### config.mk
export PLATFORM = sky130hd
export DESIGN_NAME = buscfg_ctrl
export DESIGN_NICKNAME = d
export VERILOG_FILES = /design/src/rtl/buscfg_pkg.sv /design/src/rtl/iowidth_fsm.sv /design/src/rtl/burst_ctl.sv /design/src/rtl/rd_image.sv /design/src/rtl/buscfg_ctrl.sv
export SDC_FILE = /design/constraint.sdc
export NUM_CORES = 1
export LEC_CHECK = 0
export BUFFER_PORTS_ARGS = -buffer_cell sky130_fd_sc_hd__buf_2
export CORE_MARGIN = 2
export CORE_UTILIZATION = 24
export CTS_CLUSTER_SIZE = 24
export DETAILED_ROUTE_END_ITERATION = 16
export MAX_ROUTING_LAYER = met4
export PLACE_DENSITY = 0.82
export SLEW_MARGIN = 20
export SYNTH_ARGS = -nofsm -noshare
export SYNTH_HDL_FRONTEND = slang
export SYNTH_SLANG_ARGS = --single-unit
### constraint.sdc
create_clock -name clk -period 2.1 [get_ports clk]
set_clock_uncertainty 0.05 [all_clocks]
set_input_delay 0.42 -clock clk [delete_from_list [all_inputs] [get_ports clk]]
set_output_delay 0.42 -clock clk [all_outputs]
set_load 0.05 [all_outputs]
### src/rtl/buscfg_pkg.sv
package buscfg_pkg;

    typedef enum logic {
        ST_WORD  = 1'b0,
        ST_DWORD = 1'b1
    } width_state_e;

    localparam int BIT_BRE   = 6;
    localparam int BIT_DW    = 7;
    localparam int BIT_ONE   = 8;
    localparam int BIT_ZERO9 = 9;
    localparam int BIT_RSV10 = 10;
    localparam int FIX_LO    = 11;
    localparam int FIX_HI    = 15;
    localparam int FIX_W     = FIX_HI - FIX_LO + 1;
    localparam logic [FIX_W-1:0] FIX_PAT = 5'b00100;

endpackage

### src/rtl/iowidth_fsm.sv
module iowidth_fsm
    import buscfg_pkg::*;
(
    input  logic clk,
    input  logic hw_rst,
    input  logic soft_evt,
    input  logic dp_dword_wr,
    output logic dw_mode
);

    width_state_e state_q, state_d;

    // state register: hardware reset is the only way back to word mode
    always_ff @(posedge clk) begin
        if (hw_rst) state_q <= ST_WORD;
        else        state_q <= state_d;
    end

    // transitions
    always_comb begin
        state_d = state_q;
        unique case (state_q)
            ST_WORD: begin
                if (dp_dword_wr)   state_d = ST_DWORD;
                else if (soft_evt) state_d = ST_WORD;
                else               state_d = ST_WORD;
            end
            ST_DWORD: begin
                state_d = ST_DWORD;
            end
            default: state_d = ST_WORD;
        endcase
    end

    // outputs
    always_comb begin
        dw_mode = 1'b0;
        unique case (state_q)
            ST_WORD:  dw_mode = 1'b0;
            ST_DWORD: dw_mode = 1'b1;
            default:  dw_mode = 1'b0;
        endcase
    end

endmodule

### src/rtl/burst_ctl.sv
module burst_ctl (
    input  logic clk,
    input  logic hw_rst,
    input  logic soft_evt,
    input  logic wr_en,
    input  logic bre_in,
    input  logic rsv10_in,
    input  logic mem_rd,
    input  logic buf_data_rd,
    output logic bre,
    output logic rsv10,
    output logic burst_ok
);

    logic bre_q, rsv10_q;

    // a write wins over a soft event; a soft event alone holds the fields
    always_ff @(posedge clk) begin
        if (hw_rst) begin
            bre_q   <= 1'b0;
            rsv10_q <= 1'b0;
        end else if (wr_en) begin
            bre_q   <= bre_in;
            rsv10_q <= rsv10_in;
        end else if (soft_evt) begin
            bre_q   <= bre_q;
            rsv10_q <= rsv10_q;
        end
    end

    assign bre      = bre_q;
    assign rsv10    = rsv10_q;
    // only buffer-data memory reads may burst
    assign burst_ok = bre_q & mem_rd & buf_data_rd;

endmodule

### src/rtl/rd_image.sv
module rd_image
    import buscfg_pkg::*;
#(
    parameter int DATA_W = 32
) (
    input  logic              dw_mode,
    input  logic              bre,
    input  logic              rsv10,
    output logic [DATA_W-1:0] image
);

    for (genvar i = 0; i < DATA_W; i++) begin : g_bit
        if (i == BIT_BRE) begin : g_bre
            assign image[i] = bre;
        end else if (i == BIT_DW) begin : g_dw
            assign image[i] = dw_mode;
        end else if (i == BIT_ONE) begin : g_one
            assign image[i] = 1'b1;
        end else if (i == BIT_RSV10) begin : g_rsv
            assign image[i] = rsv10;
        end else if (i >= FIX_LO && i <= FIX_HI) begin : g_fix
            assign image[i] = FIX_PAT[i-FIX_LO];
        end else begin : g_zero
            assign image[i] = 1'b0;
        end
    end

endmodule

### src/rtl/buscfg_ctrl.sv
module buscfg_ctrl
    import buscfg_pkg::*;
#(
    parameter int                  DATA_W   = 32,
    parameter int                  IO_OFF_W = 5,
    parameter logic [IO_OFF_W-1:0] DP_OFF   = 'h10
) (
    input  logic                clk,
    input  logic                hw_rst,
    input  logic                sw_rst,
    input  logic                stop_req,
    input  logic                io_wr,
    input  logic [IO_OFF_W-1:0] io_off,
    input  logic                io_dword,
    input  logic                reg_wr,
    input  logic [DATA_W-1:0]   reg_wdata,
    output logic [DATA_W-1:0]   reg_rdata,
    input  logic                mem_rd,
    input  logic                buf_data_rd,
    output logic                burst_ok,
    output logic                word_mode
);

    localparam int HI_W = DATA_W - FIX_HI - 1;

    logic soft_evt;
    logic dp_dword_wr;
    logic dw_mode;
    logic bre, rsv10;

    assign soft_evt    = sw_rst | stop_req;
    assign dp_dword_wr = io_wr & io_dword & (io_off == DP_OFF);

    // write data bits with no storage behind them
    logic unused_wdata;
    assign unused_wdata = ^{reg_wdata[DATA_W-1:BIT_RSV10+1],
                            reg_wdata[BIT_RSV10-1:BIT_BRE+1],
                            reg_wdata[BIT_BRE-1:0], HI_W[0]};

    iowidth_fsm u_fsm (
        .clk         (clk),
        .hw_rst      (hw_rst),
        .soft_evt    (soft_evt),
        .dp_dword_wr (dp_dword_wr),
        .dw_mode     (dw_mode)
    );

    burst_ctl u_burst (
        .clk         (clk),
        .hw_rst      (hw_rst),
        .soft_evt    (soft_evt),
        .wr_en       (reg_wr),
        .bre_in      (reg_wdata[BIT_BRE]),
        .rsv10_in    (reg_wdata[BIT_RSV10]),
        .mem_rd      (mem_rd),
        .buf_data_rd (buf_data_rd),
        .bre         (bre),
        .rsv10       (rsv10),
        .burst_ok    (burst_ok)
    );

    rd_image #(.DATA_W(DATA_W)) u_img (
        .dw_mode (dw_mode),
        .bre     (bre),
        .rsv10   (rsv10),
        .image   (reg_rdata)
    );

    assign word_mode = ~dw_mode;

endmodule

[Yosys cells after proc, flatten, opt, wreduce, memory -nomap -nowiden]
Index checks and enable logic that the tools add are counted.
Cells by class
  add/subtract/negate cells: 0
  multiply operators: 0
  divide/modulo/power cells: 0
  order comparisons: 0
  equality and inequality tests: 1
  shift operators: 0
  mux-type cells: 3
  bitwise operators: 6
  reduce and logical (&&, ||, !) cells: 0
Operators by type and width (number)
  $eq 5x5->1 const B: 1
  $and 1x1->1: 4
  $pmux 1 s2: 2
  $not 1->1: 2
  $mux 1: 1
Word-level totals
  register bits: 3
  bits in latches: 0
  RAM bits: 0
  bits in read-only memories: 0
  output and inout bits: 34
  logic and storage cells: 13
  memories: 0

[Logic depth before layout (Yosys ltp)]
  depth after elaboration: 4
  gate-level depth with buffers: 2
  depth with buffers taken out: 2

[Cells and area by module]
From an unflattened synthesis, not the netlist that was laid out.
Unflattened totals
  cell total of the unflattened synthesis: 47
  area, all modules: 382.9 um2
By module, submodules not included
  rd_image: times used 1, cells each 34, area each 247.7 um2, sequential area each 0.0 um2
  burst_ctl: times used 1, cells each 7, area each 73.8 um2, sequential area each 40.0 um2
  buscfg_ctrl: times used 1, cells each 4, area each 31.3 um2, sequential area each 0.0 um2
  iowidth_fsm: times used 1, cells each 2, area each 30.0 um2, sequential area each 20.0 um2

[Worst setup path before layout]
Ideal clock, no wire load.
  path type: input to output
  start: input port buf_data_rd
  end: output port burst_ok
  arrival time: 0.869 ns
  data required time: 1.630 ns
  slack: 0.761 ns
  cell stages on the path: 1
  path buffers: 0
  cells stage by stage: and3_1
On the way
  cells in the longest elaborated chain, start to end: 1
RTL lines
  start: declaration: line buscfg_ctrl.sv:19  | input logic buf_data_rd,
  $and 1x1->1: line burst_ctl.sv:34  | assign burst_ok = bre_q & mem_rd & buf_data_rd;
  end: declaration: line buscfg_ctrl.sv:20  | output logic burst_ok,
No other way between the ends.

[Worst setup path after layout]
  start: register u_burst.bre_q (netlist: u_burst.bre)
  end: output port burst_ok
On the way
  cells in the longest elaborated chain, start to end: 2
RTL lines
  start: declaration: line burst_ctl.sv:15  | logic bre_q, rsv10_q;
  start signal: assignment: line burst_ctl.sv:23  | bre_q <= bre_in;
  start signal: assignment: line burst_ctl.sv:26  | bre_q <= bre_q;
  $and 1x1->1 (2 in series): line burst_ctl.sv:34
No other way between the ends.

==> results.py <==
metrics = {
    "status": {
        "status": "complete, no violations",
    },
    "placement": {
        "place_congestion": 0.536,
        "place_inst": 75,
        "io_buffers": 18,
        "placed_area_um2": 339,
        "hpwl_um": 512,
    },
    "synthesis": {
        "yosys_register_bits": 3,
        "synthSimpleGateAreaFrac": 0.0816,
        "syn_area_per_cell_um2": 8.00,
        "synth_fa_ha_area_frac": 0,
        "yosysTopAreaCell": "buf_4",
        "yosysSeqAreaShare": 0.163,
        "synth_top_cell_area_share": 0.653,
        "netlist_area_um2": 368,
        "async_flop_share": 0,
        "synth_most_common_cell": "buf_4",
        "synth_top_family_by_area": "buffers and inverters",
        "synthXorXnorAreaFrac": 0,
        "ys_warn_count": 0,
        "synth_compound_area_frac": 0.0170,
        "synth.area.top_cells": "buf_4 (65%), dfxtp_1 (16%), mux2i_1 (5.4%)",
        "synth_edf_count": 0,
        "synth_cells": 46,
        "synth_flop_cell": "dfxtp_1",
        "synth_common_cells": "buf_4 (32), dfxtp_1 (3), conb_1 (2), mux2i_1 (2), nor2_1 (2)",
        "ys_types": 10,
        "synthMuxAreaShare": 0.0544,
    },
    "clocking": {
        "cts_buffers": 3,
        "clkTransAtPathRegs_ns": 0.04,
        "cts_buffer_depth": 2,
        "cts_tree": "yes",
        "cts_root_buffer": "clkbuf_4",
        "post-cts-setup-buffers": 0,
        "htree_levels": 1,
        "insertion_delay_ns": 0.23,
        "cts.sinks": 3,
        "ctsResizeCount": 0,
        "ctsHoldBuffers": 0,
    },
    "sta": {
        "fin_crit_sh": 0.681,
        "max_freq_ghz": 0.699,
        "hold_viol": 0,
        "slew_violations": 0,
        "rsz0062_at_grt": "false",
        "finalSetupViolations": 0,
        "tns_ns": 0,
        "fin_hold_ws_ns": 0.347,
        "final.min_clock_period_ns": 1.43,
    },
    "routing": {
        "wl_um": 560,
        "vias": 257,
        "avgRoutedWirePerCell_um": 7.09,
        "vias_per_cell": 3.25,
        "antenna_left": 0,
        "drt_pass1_iterations": 2,
        "drc": 0,
        "drtIter0Drc": 2,
    },
    "setup_path": {
        "r2r-end": "u_burst.bre$_SDFFE_PP0P_",
        "end_kind": "output pin",
        "r2r_start": "u_burst.bre$_SDFFE_PP0P_",
        "cp_max_fo": 3,
        "critPathKind": "reg2out",
        "reg2reg_depth": 2,
        "r2r_slack_ns": 1.46,
        "critPathRequiredTime_ns": 1.63,
        "start_kind": "flop",
        "crit_arrival_ns": 0.96,
    },
    "die": {
        "design.core.area_mm2": 0.00147,
        "die_y_um": 43.2,
        "ios": 80,
        "row_count": 14,
        "start_util": 0.250,
        "die_x_um": 43.2,
        "die_area_mm2": 0.00186,
    },
    "run": {
        "max_cap_violations": 0,
    },
    "min_path": {
        "min_from": "hw_rst",
        "hold_class": "in2reg",
        "min_path_cells": 2,
        "holdPathEnd": "u_burst.bre$_SDFFE_PP0P_",
    },
    "global_routing": {
        "grt_max_degree": 5,
        "overflow": 0,
        "grt_pass1_vias": 198,
        "grt_use_total": 0.0691,
        "antenna_found_initial": 0,
        "grt_first_pass_wirelength_um": 765,
    },
    "pwr": {
        "ir_drop_uv": 183,
        "pwr_density_cell_mw_per_mm2": 841,
        "p_leak_nw": 0.233,
    },
    "cells_and_area": {
        "area_growth_pct": -0.680,
        "nFillCells": 172,
        "postLayoutCellArea_um2": 365,
        "post-route-util": 0.248,
        "nets": 110,
        "stdcell_count": 79,
        "drive_above_1_share": 0.333,
        "num_antenna_cells": 0,
    },
}
critical path: stages (launching register included):
cell and delay (ns):
dfxtp_1 0.33, and3_1 0.14, buf_2 0.25
per-stage QoR:
| step | setup slack (ns) | power, mW |
|---|---|---|
| floorplan | 0.761 | 0.235 |
| global placement | 0.742 | 0.204 |
| detailed placement | 0.746 | 0.205 |
| CTS | 0.647 | 0.314 |
| global route | 0.611 | 0.325 |
| finish | 0.669 | 0.307 |
placed cells by master (no fill, tap or decap):
cell and count:
or4_1 1, and3_1 1, nand4b_1 1, o22ai_1 1
dfxtp_1 3, conb_1 29, clkbuf_4 3, nor2_1 2
clkbuf_1 1, inv_1 1, mux2i_1 2, buf_2 18
how the worst max path moves through the flow:
stage / end / slack (ns) / start
3_3_place_gp: burst_ok / 0.74 / buf_data_rd
4_1_cts: burst_ok / 0.65 / u_burst.bre$_SDFFE_PP0P_
5_1_grt: burst_ok / 0.61 / u_burst.bre$_SDFFE_PP0P_
2_1_floorplan: burst_ok / 0.76 / buf_data_rd
6_report: burst_ok / 0.67 / u_burst.bre$_SDFFE_PP0P_
3_5_place_dp: burst_ok / 0.75 / buf_data_rd
layer usage:
layer / up-vias / track usage / share of wire
met4: 0 / 0.0545 / 0.014
met2: 33 / 0.0955 / 0.43
li1: 116 / - / -
met3: 2 / 0.0723 / 0.24
met1: 106 / 0.0509 / 0.31
met5: - / - / 0
final cells by class:
class | instances | area, um^2 | area share
inverter | 1 | 3.75 | 0.0103
clock buffer | 4 | 26.3 | 0.0719
tap | 16 | 20.0 | 0.0548
sequential | 3 | 60.1 | 0.164
multi-input combinational | 37 | 165 | 0.452
timing repair buffer | 18 | 90.1 | 0.247
logic make-up (layout without fill, tap and decap cells):
kind of cell	count (synthesis)	count (layout)
AO/OA/AOI/OAI	1	1
buffers and inverters	33	23
flip-flops	3	3
multiplexers	2	2
other	2	29
AND/OR/NAND/NOR	5	5
registers in the layout, indices dropped and copies added, names as in the netlist:
signal         cells
u_fsm.state_q      1
u_burst.rsv10      1
u_burst.bre        1
power by group:
group	switching, mW	total [mW]	leakage, nW	internal [mW]
registers	0.00130	0.0610	0.0246	0.0597
clock network	0.0311	0.102	0.0150	0.0713
logic	0.130	0.144	0.193	0.0136
total	0.163	0.307	0.233	0.145
(Power assumes the default switching activity.)
